$ cat config.mk
export PLATFORM = sky130hd
export DESIGN_NAME = frac_baud_gen
export DESIGN_NICKNAME = d
export VERILOG_FILES = /design/src/rtl/fbg_pkg.sv /design/src/rtl/fbg_frame_len.sv /design/src/rtl/fbg_jit_pick.sv /design/src/rtl/fbg_path.sv /design/src/rtl/frac_baud_gen.sv
export SDC_FILE = /design/constraint.sdc
export NUM_CORES = 1
export LEC_CHECK = 0
export ABC_AREA = 1
export BUFFER_PORTS_ARGS = -buffer_cell sky130_fd_sc_hd__buf_2
export CAP_MARGIN = 5
export CORE_AREA = 3 3 97 99
export CTS_CLUSTER_DIAMETER = 30
export DETAILED_ROUTE_END_ITERATION = 8
export DIE_AREA = 0 0 100 102
export MAX_ROUTING_LAYER = met4
export PLACE_DENSITY = 0.78
export SKIP_CTS_REPAIR_TIMING = 1
export SYNTH_ARGS = -nofsm -noshare
export SYNTH_HDL_FRONTEND = slang
export SYNTH_SLANG_ARGS = --single-unit
$ cat constraint.sdc
create_clock -name clk -period 2.9 [get_ports clk]
set_input_delay 0.29 -clock clk [delete_from_list [all_inputs] [get_ports clk]]
set_output_delay 0.29 -clock clk [all_outputs]
set_load 0.01 [all_outputs]
$ cat src/rtl/fbg_pkg.sv
package fbg_pkg;

  typedef enum logic [1:0] {
    JIT_NONE = 2'b00,
    JIT_INC  = 2'b01,
    JIT_DEC  = 2'b10,
    JIT_RSVD = 2'b11
  } jit_code_e;

  localparam int SLOTS_PER_BIT = 16;

  // Number of bits in one frame for a given line format.
  function automatic logic [3:0] frame_bits(input logic [1:0] dbits,
                                            input logic [2:0] par,
                                            input logic       stop);
    logic [3:0] n;
    n = 4'd1;                          // start bit
    n = n + 4'(dbits) + 4'd5;          // data bits
    n = n + ((par != 3'd0) ? 4'd1 : 4'd0);
    n = n + 4'(stop) + 4'd1;           // stop bits
    return n;
  endfunction

endpackage

$ cat src/rtl/fbg_frame_len.sv
module fbg_frame_len
  import fbg_pkg::*;
#(
  parameter int IDX_W = 4
) (
  input  logic [1:0]       dbits_i,
  input  logic [2:0]       parity_i,
  input  logic             stop_i,
  output logic [IDX_W-1:0] len_o
);

  logic [3:0] bits_raw;

  always_comb begin
    bits_raw = frame_bits(dbits_i, parity_i, stop_i);
    len_o    = IDX_W'(bits_raw);
  end

endmodule

$ cat src/rtl/fbg_jit_pick.sv
module fbg_jit_pick
  import fbg_pkg::*;
#(
  parameter int NPOS  = 12,
  parameter int IDX_W = 4
) (
  input  logic [2*NPOS-1:0] pat_i,
  input  logic [IDX_W-1:0]  idx_i,
  output jit_code_e         code_o
);

  logic [1:0] pos_code [NPOS];

  for (genvar g = 0; g < NPOS; g++) begin : g_pos
    assign pos_code[g] = pat_i[2*g +: 2];
  end

  // Positions past the pattern and the reserved code both mean "none".
  always_comb begin
    code_o = JIT_NONE;
    for (int i = 0; i < NPOS; i++) begin
      if (idx_i == IDX_W'(i)) code_o = jit_code_e'(pos_code[i]);
    end
    if (code_o == JIT_RSVD) code_o = JIT_NONE;
  end

endmodule

$ cat src/rtl/fbg_path.sv
module fbg_path
  import fbg_pkg::*;
#(
  parameter int DIV_W = 8,
  parameter int NPOS  = 12,
  parameter int IDX_W = 4
) (
  input  logic              clk,
  input  logic              rst_n,
  input  logic [DIV_W-1:0]  div_i,
  input  logic [2*NPOS-1:0] pat_i,
  input  logic [IDX_W-1:0]  len_i,
  input  logic              start_i,
  output logic              tick_o,
  output logic              bit_end_o,
  output logic              busy_o,
  output logic [IDX_W-1:0]  bit_idx_o
);

  localparam int CW = DIV_W + 2;
  localparam logic [3:0] LAST_SLOT  = 4'(SLOTS_PER_BIT - 1);
  localparam logic [3:0] SHORT_SLOT = 4'(SLOTS_PER_BIT - 2);

  // Last count value of a slot; a stretched slot lasts two divisors.
  function automatic logic [CW-1:0] slot_last(input logic [CW-1:0] d,
                                              input logic          stretch);
    return stretch ? ((d << 1) - CW'(1)) : (d - CW'(1));
  endfunction

  logic [CW-1:0]    cnt_q;
  logic [3:0]       slot_q;
  logic [IDX_W-1:0] idx_q;
  logic             busy_q;
  logic             tick_q;
  logic             end_q;

  jit_code_e        code;
  logic [CW-1:0]    d_val;
  logic [CW-1:0]    cnt_last;
  logic             stretch;
  logic             shrink_end;
  logic             slot_ev;
  logic             bit_ev;
  logic             last_bit;

  fbg_jit_pick #(.NPOS(NPOS), .IDX_W(IDX_W)) u_pick (
    .pat_i (pat_i),
    .idx_i (idx_q),
    .code_o(code)
  );

  always_comb begin
    d_val      = CW'(div_i) + CW'(1);
    stretch    = (slot_q == LAST_SLOT) && (code == JIT_INC);
    cnt_last   = slot_last(d_val, stretch);
    slot_ev    = busy_q && (cnt_q == cnt_last);
    shrink_end = (slot_q == SHORT_SLOT) && (code == JIT_DEC);
    bit_ev     = slot_ev && ((slot_q == LAST_SLOT) || shrink_end);
    last_bit   = (idx_q == (len_i - IDX_W'(1)));
  end

  always_ff @(posedge clk or negedge rst_n) begin
    if (!rst_n) begin
      cnt_q  <= '0;
      slot_q <= '0;
      idx_q  <= '0;
      busy_q <= 1'b0;
    end else if (start_i) begin
      cnt_q  <= '0;
      slot_q <= '0;
      idx_q  <= '0;
      busy_q <= 1'b1;
    end else if (busy_q) begin
      if (slot_ev) begin
        cnt_q <= '0;
        if (bit_ev) begin
          slot_q <= '0;
          idx_q  <= idx_q + IDX_W'(1);
          if (last_bit) busy_q <= 1'b0;
        end else begin
          slot_q <= slot_q + 4'd1;
        end
      end else begin
        cnt_q <= cnt_q + CW'(1);
      end
    end
  end

  always_ff @(posedge clk or negedge rst_n) begin
    if (!rst_n) begin
      tick_q <= 1'b0;
      end_q  <= 1'b0;
    end else begin
      tick_q <= slot_ev;
      end_q  <= bit_ev;
    end
  end

  assign tick_o    = tick_q;
  assign bit_end_o = end_q;
  assign busy_o    = busy_q;
  assign bit_idx_o = idx_q;

  // every boundary lands on an oversample tick
  p_end_has_tick_r3: assert property (@(posedge clk) disable iff (!rst_n)
    bit_end_o |-> tick_o);

  // an idle side stays quiet until a start arrives
  p_quiet_idle_r5: assert property (@(posedge clk) disable iff (!rst_n)
    (!busy_o && !start_i) |=> (!tick_o && !bit_end_o));

  // busy only drops together with a boundary pulse
  p_busy_ends_r5: assert property (@(posedge clk) disable iff (!rst_n)
    $fell(busy_o) |-> bit_end_o);

  // a start always restarts at bit zero
  p_start_restart_r6: assert property (@(posedge clk) disable iff (!rst_n)
    start_i |=> (busy_o && (bit_idx_o == '0)));

  // the index advances by one per boundary
  p_idx_step_r8: assert property (@(posedge clk) disable iff (!rst_n)
    (bit_end_o && !$past(start_i)) |-> (bit_idx_o == $past(bit_idx_o) + IDX_W'(1)));

  // the slot counter never passes a doubled divisor
  p_cnt_bound_r2: assert property (@(posedge clk) disable iff (!rst_n)
    busy_o |-> (cnt_q < (d_val << 1)));

endmodule

$ cat src/rtl/frac_baud_gen.sv
module frac_baud_gen
  import fbg_pkg::*;
#(
  parameter int DIV_W = 8,
  parameter int NPOS  = 12,
  parameter int IDX_W = $clog2(NPOS + 1)
) (
  input  logic              clk,
  input  logic              rst_n,
  input  logic [DIV_W-1:0]  cfg_div_i,
  input  logic [1:0]        cfg_dbits_i,
  input  logic [2:0]        cfg_parity_i,
  input  logic              cfg_stop_i,
  input  logic [2*NPOS-1:0] tx_jit_i,
  input  logic [2*NPOS-1:0] rx_jit_i,
  input  logic              tx_start_i,
  input  logic              rx_start_i,
  output logic              tx_tick_o,
  output logic              tx_bit_end_o,
  output logic              tx_busy_o,
  output logic [IDX_W-1:0]  tx_bit_idx_o,
  output logic              rx_tick_o,
  output logic              rx_bit_end_o,
  output logic              rx_busy_o,
  output logic [IDX_W-1:0]  rx_bit_idx_o
);

  localparam int NPATH = 2;

  logic [IDX_W-1:0]  frame_len;
  logic [2*NPOS-1:0] pat_v   [NPATH];
  logic              start_v [NPATH];
  logic              tick_v  [NPATH];
  logic              end_v   [NPATH];
  logic              busy_v  [NPATH];
  logic [IDX_W-1:0]  idx_v   [NPATH];

  fbg_frame_len #(.IDX_W(IDX_W)) u_len (
    .dbits_i (cfg_dbits_i),
    .parity_i(cfg_parity_i),
    .stop_i  (cfg_stop_i),
    .len_o   (frame_len)
  );

  assign pat_v[0]   = tx_jit_i;
  assign pat_v[1]   = rx_jit_i;
  assign start_v[0] = tx_start_i;
  assign start_v[1] = rx_start_i;

  for (genvar p = 0; p < NPATH; p++) begin : g_path
    fbg_path #(.DIV_W(DIV_W), .NPOS(NPOS), .IDX_W(IDX_W)) u_path (
      .clk      (clk),
      .rst_n    (rst_n),
      .div_i    (cfg_div_i),
      .pat_i    (pat_v[p]),
      .len_i    (frame_len),
      .start_i  (start_v[p]),
      .tick_o   (tick_v[p]),
      .bit_end_o(end_v[p]),
      .busy_o   (busy_v[p]),
      .bit_idx_o(idx_v[p])
    );
  end

  assign tx_tick_o    = tick_v[0];
  assign tx_bit_end_o = end_v[0];
  assign tx_busy_o    = busy_v[0];
  assign tx_bit_idx_o = idx_v[0];
  assign rx_tick_o    = tick_v[1];
  assign rx_bit_end_o = end_v[1];
  assign rx_busy_o    = busy_v[1];
  assign rx_bit_idx_o = idx_v[1];

endmodule

# Word-level counts from Yosys, hierarchy flattened
# Cells that the tools add are included.
dict set report word_totals {
  output_inout_bits 14
  input_bits 66
  register_bits 42
  word_cells 147
}
dict set report classes {
  n_reduce_logical 23
  eq_ne 36
  n_addsub 15
  muxes 61
}
# op count
set ops {}
lappend ops {{10-bit two-way mux} 8}
lappend ops {{4-bit two-way mux} 16}
lappend ops {{2-bit two-way mux} 26}
lappend ops {{4-bit == test, second input constant} 12}
lappend ops {{4-bit by 3-bit == test with 1-bit output, second input constant} 8}
lappend ops {{10-bit by 1-bit adder with 10-bit output, second input constant} 2}
lappend ops {{4-bit by 1-bit adder with 4-bit output, second input constant} 5}
lappend ops {{10-bit == test} 2}
lappend ops {{10-bit by 1-bit subtractor with 10-bit output, second input constant} 2}
lappend ops {{4-bit by 2-bit == test with 1-bit output, second input constant} 4}
lappend ops {{2-bit nonzero test} 6}
lappend ops {{1-bit two-way mux} 11}
lappend ops {{8-bit by 1-bit adder with 9-bit output, second input constant} 1}
lappend ops {{2-bit == test, second input constant} 4}
lappend ops {{4-bit by 1-bit == test with 1-bit output, second input constant} 2}
lappend ops {{4-bit == test} 2}
lappend ops {{1-bit logical AND} 8}
lappend ops {{4-bit zero test} 2}
lappend ops {{3-bit AND reduction} 2}
lappend ops {{4-bit by 1-bit adder with 4-bit output} 1}
lappend ops {{4-bit by 3-bit adder with 4-bit output, second input constant} 1}
lappend ops {{4-bit adder} 1}
lappend ops {{2-bit by 1-bit == test with 1-bit output, second input constant} 2}
lappend ops {{2-bit AND reduction} 2}
lappend ops {{4 further kinds} 5}

# Depth between registers and ports, before layout
dict set report depth {
  word_depth 25
  mapped_depth 31
  depth_no_buf 29
}

# By module
# From an unflattened synthesis, not the netlist that was laid out.
dict set report hier_totals {
  cells_unflattened 801
  area_unflattened_um2 4732.0
}
# module seq_area_each_um2 instances area_per_inst_um2 cells_per_inst
set modules_own_cells {}
lappend modules_own_cells {fbg_path 525.5 2 1916.8 304}
lappend modules_own_cells {fbg_jit_pick 0.0 2 385.4 87}
lappend modules_own_cells {fbg_frame_len 0.0 1 127.6 19}

# Worst setup path before layout
# Ideal clock, no wire load.
dict set report synth_path {
  path_type {reg-to-reg}
  start {reg g_path[1].u_path.idx_q[0]}
  end {reg g_path[1].u_path.slot_q[0]}
  required_ns 2.787
  slack_ns 0.028
  setup_time_ns 0.113
  stages_incl_launch_ff 25
  period_less_slack_ns 2.872
  arrival_ns 2.759
  path_buffers 2
  path_cell_list {dfrtp_1 inv_1 ha_1 inv_1 nor2_1 inv_1 or2_0 nand3_1 nand3_1 nand2_1 nand2_1 nand2_1 nand2_2 nor2_4 nand2_4 buf_6 o211ai_1 nand3_1 nor2_2 nand2_2 nand2_2 buf_6 nand2_1 nand2_1 inv_1}
}
dict set report synth_between {
  elab_chain_len 25
  elab_cells_between_ends 41
  cone_classes {eq/ne: 15; mux: 18; reduce/logical: 8}
}
# element line_no
set synth_lines {}
lappend synth_lines {{start, declared} fbg_path.sv:32} ;# logic [IDX_W-1:0] idx_q;
lappend synth_lines {{start signal, assigned} fbg_path.sv:78} ;# idx_q <= idx_q + IDX_W'(1);
lappend synth_lines {{4-bit zero test} fbg_jit_pick.sv:22} ;# if (idx_i == IDX_W'(i)) code_o = jit_code_e'(pos_code[i]);
lappend synth_lines {{2-bit two-way mux (11 in a row)} fbg_jit_pick.sv:22}
lappend synth_lines {{2-bit two-way mux *} fbg_jit_pick.sv:22}
lappend synth_lines {{2-bit == test} fbg_jit_pick.sv:24} ;# if (code_o == JIT_RSVD) code_o = JIT_NONE;
lappend synth_lines {{2-bit two-way mux *} fbg_jit_pick.sv:24}
lappend synth_lines {{2-bit by 1-bit == test with 1-bit output} fbg_path.sv:54} ;# stretch = (slot_q == LAST_SLOT) && (code == JIT_INC);
lappend synth_lines {{1-bit logical AND} fbg_path.sv:54}
lappend synth_lines {{10-bit two-way mux} fbg_path.sv:27} ;# return stretch ? ((d << 1) - CW'(1)) : (d - CW'(1));
lappend synth_lines {{10-bit == test} fbg_path.sv:56} ;# slot_ev = busy_q && (cnt_q == cnt_last);
lappend synth_lines {{1-bit logical AND} fbg_path.sv:56}
lappend synth_lines {{1-bit logical AND} fbg_path.sv:58} ;# bit_ev = slot_ev && ((slot_q == LAST_SLOT) || shrink_end);
lappend synth_lines {{4-bit two-way mux} fbg_path.sv:76} ;# if (bit_ev) begin
lappend synth_lines {{4-bit two-way mux} fbg_path.sv:74} ;# if (slot_ev) begin
lappend synth_lines {{4-bit two-way mux} fbg_path.sv:73} ;# end else if (busy_q) begin
lappend synth_lines {{4-bit two-way mux} fbg_path.sv:68} ;# end else if (start_i) begin
lappend synth_lines {{end signal, assigned} fbg_path.sv:81} ;# slot_q <= slot_q + 4'd1;
lappend synth_lines {{end, declared} fbg_path.sv:31} ;# logic [3:0] slot_q;
# Every way passes the cells marked *; elsewhere a longest branch is shown, timed or not. The select of a mux whose other input is x is not followed.
# A chain may end at the register's enable or synchronous reset.

# Worst setup path in the final report
dict set report layout_path {
  start {reg g_path[0].u_path.idx_q[0]}
  end {reg g_path[0].u_path.busy_q}
}
dict set report layout_between {
  elab_chain_len 25
  elab_cells_between_ends 41
  cone_classes {eq/ne: 16; mux: 19; reduce/logical: 6}
}
# element line_no
set layout_lines {}
lappend layout_lines {{start, declared} fbg_path.sv:32}
lappend layout_lines {{start signal, assigned} fbg_path.sv:78}
lappend layout_lines {{4-bit zero test} fbg_jit_pick.sv:22}
lappend layout_lines {{2-bit two-way mux (11 in a row)} fbg_jit_pick.sv:22}
lappend layout_lines {{2-bit two-way mux *} fbg_jit_pick.sv:22}
lappend layout_lines {{2-bit == test} fbg_jit_pick.sv:24}
lappend layout_lines {{2-bit two-way mux *} fbg_jit_pick.sv:24}
lappend layout_lines {{2-bit by 1-bit == test with 1-bit output} fbg_path.sv:54}
lappend layout_lines {{1-bit logical AND} fbg_path.sv:54}
lappend layout_lines {{10-bit two-way mux} fbg_path.sv:27}
lappend layout_lines {{10-bit == test} fbg_path.sv:56}
lappend layout_lines {{1-bit logical AND} fbg_path.sv:56}
lappend layout_lines {{1-bit logical AND *} fbg_path.sv:58}
lappend layout_lines {{net g_path[0].u_path.bit_ev} fbg_path.sv:43} ;# logic bit_ev;
lappend layout_lines {{1-bit two-way mux *} fbg_path.sv:76}
lappend layout_lines {{1-bit two-way mux *} fbg_path.sv:74}
lappend layout_lines {{1-bit two-way mux *} fbg_path.sv:73}
lappend layout_lines {{1-bit two-way mux *} fbg_path.sv:68}
lappend layout_lines {{end signal, assigned} fbg_path.sv:67} ;# busy_q <= 1'b0;
lappend layout_lines {{end signal, assigned} fbg_path.sv:72} ;# busy_q <= 1'b1;
lappend layout_lines {{end signal, assigned} fbg_path.sv:79} ;# if (last_bit) busy_q <= 1'b0;
lappend layout_lines {{end, declared} fbg_path.sv:33} ;# logic busy_q;
# Mark *: on every way through the listed nets, which the timed path passes. The rest lies on a longest branch.

==> flow_summary.rst <==
.. list-table::
   :header-rows: 1

   * - Metric
     - Value
   * - Proportion of synthesized chip area in sequential cells
     - a little under a quarter
   * - Simple logic cell fraction of the synthesized area
     - 47.4%
   * - Antenna cell count
     - 0
   * - Predominant post-synthesis flop cell
     - sky130_fd_sc_hd__dfrtp_1
   * - Synth Area in XOR/XNOR
     - 7.18%
   * - Leakage component of the power
     - roughly 3.1 nW
   * - Number of cells after detailed placement
     - 938
   * - Multiplexer area fraction after synthesis
     - 0%
   * - Placeable core region
     - 8640 sq um
   * - Least-Margin Pin Slew
     - 0.953 ns
   * - Routed via count
     - roughly 5k
   * - Post-synth top area cell
     - sky130_fd_sc_hd__dfrtp_1
   * - Total CTS buffers
     - 5
   * - Post-DR vias/cell
     - roughly 5.2
   * - Layout cell share with drive strength beyond 1
     - roughly 32%
   * - Number of H-tree levels
     - 2
   * - Leading cell types in the layout, fill and taps excluded
     - 193 x sky130_fd_sc_hd__nand2_1, 103 x sky130_fd_sc_hd__inv_1, 95 x sky130_fd_sc_hd__nand3_1
   * - Worst hold slack
     - between 0.1 and 0.15 ns
   * - CP Max Fanout
     - 6
   * - Most used cell, CP
     - sky130_fd_sc_hd__nand2_1
   * - Violations in the final reports
     - negative setup slack
   * - Adder-cell area share of the yosys netlist
     - 5.75%
   * - Cell with the largest stage delay on the worst path
     - sky130_fd_sc_hd__dfrtp_2
   * - Category of the worst setup path capture point
     - flip-flop
   * - Setup WS post-layout
     - -0.208 ns
   * - Number of remaining DRC errors
     - 0
   * - Final HPWL DP
     - around 9.1 mm
   * - Clock Latency Late Sink
     - roughly 0.30 ns
   * - Sw Share
     - a little under a third
   * - Total negative setup slack
     - -6.26 ns
   * - Final Wtd Congestion
     - roughly 0.95
   * - Final setup violation count
     - between 40 and 50
   * - Top cells by area, synth
     - sky130_fd_sc_hd__dfrtp_1 23%, sky130_fd_sc_hd__nand2_1 18%, sky130_fd_sc_hd__nand3_1 12%
   * - CP startpoint kind
     - flip-flop
   * - Post-Route Utilization
     - ~69%
   * - Max-slew violation count
     - 0
   * - Status
     - complete, but fails checks
   * - Most common cell after layout, fill and taps aside
     - sky130_fd_sc_hd__nand2_1
   * - Worst stage delay on the critical path
     - 0.47 ns
   * - Horiz. Die Dim
     - 100 microns
   * - Power, Total
     - approximately 1.4 mW
   * - Worst hold path class
     - input pin to asynchronous set/reset pin
   * - Sequential cell area
     - approximately 1100 sq um
   * - Worst slew margin relative to its limit
     - a little over a third
   * - Data required time at the worst endpoint
     - a little over 3 ns
   * - Worst voltage drop across the vdd grid
     - 0.000212 V
   * - Total Nets Final
     - approximately 940
   * - Multi-input gate area in the final layout
     - roughly 3200 sq um
   * - Initial core utilization
     - between 50% and 60%
   * - First-pass GRT wire length
     - roughly 20 mm
   * - Number of enable flip-flop cells after synthesis
     - 0
   * - Largest net degree at the start of global routing
     - 43
   * - Total number of placement rows
     - 34
   * - Number of global-route vias before repair
     - 4770
   * - I/O Pins
     - 80
   * - Drt pass-1 iters
     - 5
   * - Data arrival time of the critical path
     - between 3 and 4 ns
   * - Post-Syn Instances
     - between 700 and 800
   * - Antenna violations before repair
     - 0
   * - Post-route insts no fill
     - 960
   * - Count of nets left with antenna violations after detail routing
     - 0
   * - Count of cell types in the netlist
     - 45
   * - Net count after synthesis
     - 800
   * - Setup repair after global routing missed its margin
     - yes
   * - Share of the cycle needed by the critical path after routing
     - 107%
   * - Setup Slack @ Placement
     - -0.222 ns
   * - Overflow after GRT
     - 0
   * - Cell area after placement
     - 5350 sq um
   * - Area enclosed by the die boundary
     - roughly 10000 sq um
   * - Internal power consumption
     - around 0.95 mW
   * - Number of warnings issued by yosys
     - 0
   * - Final min period
     - a little over 3 ns
   * - Fraction of synthesized cell area taken by the top area cell type
     - a little under a quarter
   * - Switching power
     - ~0.45 mW
   * - Power share of the clock group
     - between 20% and 30%
   * - Final Hold Viols
     - 0
   * - WL final
     - 12.4 mm
   * - Share of flip-flops with an asynchronous set or reset after synthesis
     - 100%
   * - Post-synthesis register bit count
     - 42
   * - Filler Cells Inserted
     - a little under 700
   * - Initial detailed-routing violation count
     - around 310
   * - Summed instance area of the synthesized netlist
     - 4480 sq um
   * - Setup CP Type
     - flip-flop to flip-flop
   * - Global-route usage over all layers
     - around a quarter
   * - Final Cell Area
     - between 5000 and 6000 sq um
   * - Combinational power share
     - between 20% and 30%
   * - Clock sink count
     - 42
   * - Wirelength per Cell
     - about 13 microns
   * - Area growth, synth to finish
     - 32.8%
   * - Post-Synthesis Mean Instance Area
     - 6.28 sq um
   * - Max clock buf depth
     - 2
   * - Post-synthesis compound-gate area fraction
     - 3.91%
   * - Max-cap violation count
     - 0
   * - Power per Cell Area
     - around 230 nW/um^2
   * - Register share of total power
     - a little over two fifths
   * - Reg clk slew, reported paths
     - roughly 0.09 ns
   * - Largest family of logic cells by synthesized area
     - simple AND/OR/NAND/NOR gates
   * - Clock tree from TritonCTS
     - built
   * - Die height
     - roughly 100 microns
   * - Highest Clock Rate
     - ~0.32 GHz
   * - Port-buffer cells
     - 79
   * - Root buffer cell
     - sky130_fd_sc_hd__clkbuf_8
   * - Clock skew after layout
     - roughly 0.014 ns
==> worst max-delay path: cells and delay by family, from the launching register on <==
kind / cells / cell delay [ns]
adder cells (fa/ha/maj): 1 / 0.14
buffers and inverters: 4 / 0.36
flip-flops: 1 / 0.47
AND/OR/NAND/NOR: 25 / 2.00
==> kinds of logic (layout without fill, tap and decap cells) <==
logic type               Yosys count  count (layout)
AND/OR/NAND/NOR                  459             461
buffers and inverters            130             266
flip-flops                        42              42
XOR/XNOR                          32              32
AO/OA/AOI/OAI                     31              31
adder cells (fa/ha/maj)           20              20
==> registers in the layout, indices dropped and copies added (netlist names) <==
| register | flops |
|---|---|
| g_path.u_path.cnt_q | 20 |
| g_path.u_path.slot_q | 8 |
| g_path.u_path.tick_o | 2 |
| g_path.u_path.bit_idx_o | 8 |
| g_path.u_path.bit_end_o | 2 |
| g_path.u_path.busy_o | 2 |
==> power groups by stage <==
stage	clock network (mW)	logic, mW	registers [mW]
2_1_floorplan	0	0.214	0.622
3_3_place_gp	0	0.337	0.625
3_5_place_dp	0	0.350	0.626
4_1_cts	0.406	0.352	0.615
5_1_grt	0.425	0.434	0.617
6_report	0.399	0.383	0.615
==> cells in the mapped netlist (2+ instances only) <==
| master | instances |
|---|---|
| sky130_fd_sc_hd__nand3_1 | 108 |
| sky130_fd_sc_hd__nor3b_2 | 5 |
| sky130_fd_sc_hd__nand2_2 | 9 |
| sky130_fd_sc_hd__o21ai_1 | 4 |
| sky130_fd_sc_hd__buf_6 | 6 |
| sky130_fd_sc_hd__inv_1 | 110 |
| sky130_fd_sc_hd__dfrtp_1 | 42 |
| sky130_fd_sc_hd__buf_2 | 2 |
| sky130_fd_sc_hd__a21oi_1 | 6 |
| sky130_fd_sc_hd__inv_2 | 5 |
| sky130_fd_sc_hd__or2_0 | 2 |
| sky130_fd_sc_hd__nor3_1 | 4 |
| sky130_fd_sc_hd__xnor2_1 | 6 |
| sky130_fd_sc_hd__nor2_2 | 6 |
| sky130_fd_sc_hd__nor4_1 | 3 |
| sky130_fd_sc_hd__nor3_2 | 2 |
| sky130_fd_sc_hd__nand3b_1 | 3 |
| sky130_fd_sc_hd__o21ai_0 | 13 |
| sky130_fd_sc_hd__nor2_4 | 6 |
| sky130_fd_sc_hd__xor2_2 | 2 |
| sky130_fd_sc_hd__o211ai_1 | 3 |
| sky130_fd_sc_hd__xor2_1 | 22 |
| sky130_fd_sc_hd__nand2_1 | 217 |
| sky130_fd_sc_hd__nand4_1 | 15 |
| sky130_fd_sc_hd__ha_1 | 19 |
| sky130_fd_sc_hd__nor2_1 | 69 |
| sky130_fd_sc_hd__buf_4 | 3 |
| sky130_fd_sc_hd__clkbuf_1 | 3 |
| sky130_fd_sc_hd__or2_2 | 3 |
==> layout make-up <==
cell class,count,share of cell area (%)
Clock buffer,7,1.45
Tap cell,108,2.27
Sequential cell,42,17.8
Timing Repair Buffer,142,16.9
Multi-Input combinational cell,544,54.1
Clock inverter,1,0.0841
Inverter,116,7.44
==> path summary, 6_finish.rpt <==
kind | from | end | slack (ns) | cells past startpoint
setup / recovery | g_path[0].u_path.bit_idx_o[0] | g_path[0].u_path.busy_o | -0.21 | 30
hold reg to reg | g_path[0].u_path.cnt_q[9] | g_path[0].u_path.cnt_q[9] | 0.56 | 2
max in group asynchronous | rst_n | g_path[0].u_path.bit_idx_o[0] | 2.11 | 1
hold / removal | rst_n | g_path[1].u_path.cnt_q[9] | 0.13 | 1
min in group clk | rx_start_i | g_path[1].u_path.cnt_q[1] | 0.35 | 4
setup reg to reg | g_path[0].u_path.bit_idx_o[0] | g_path[0].u_path.busy_o | -0.21 | 30
==> routing by layer <==
metal	share of wire (%)	routed length (microns)	vias to the layer above	track usage, %
met5	0	0	-	-
met3	6.0	742	34	2.73
met1	42	5200	2298	27.9
met2	50	6190	182	42.2
met4	2.5	310	0	7.77
li1	-	-	2516	-
No activity file was read; power rests on OpenSTA's default activity.
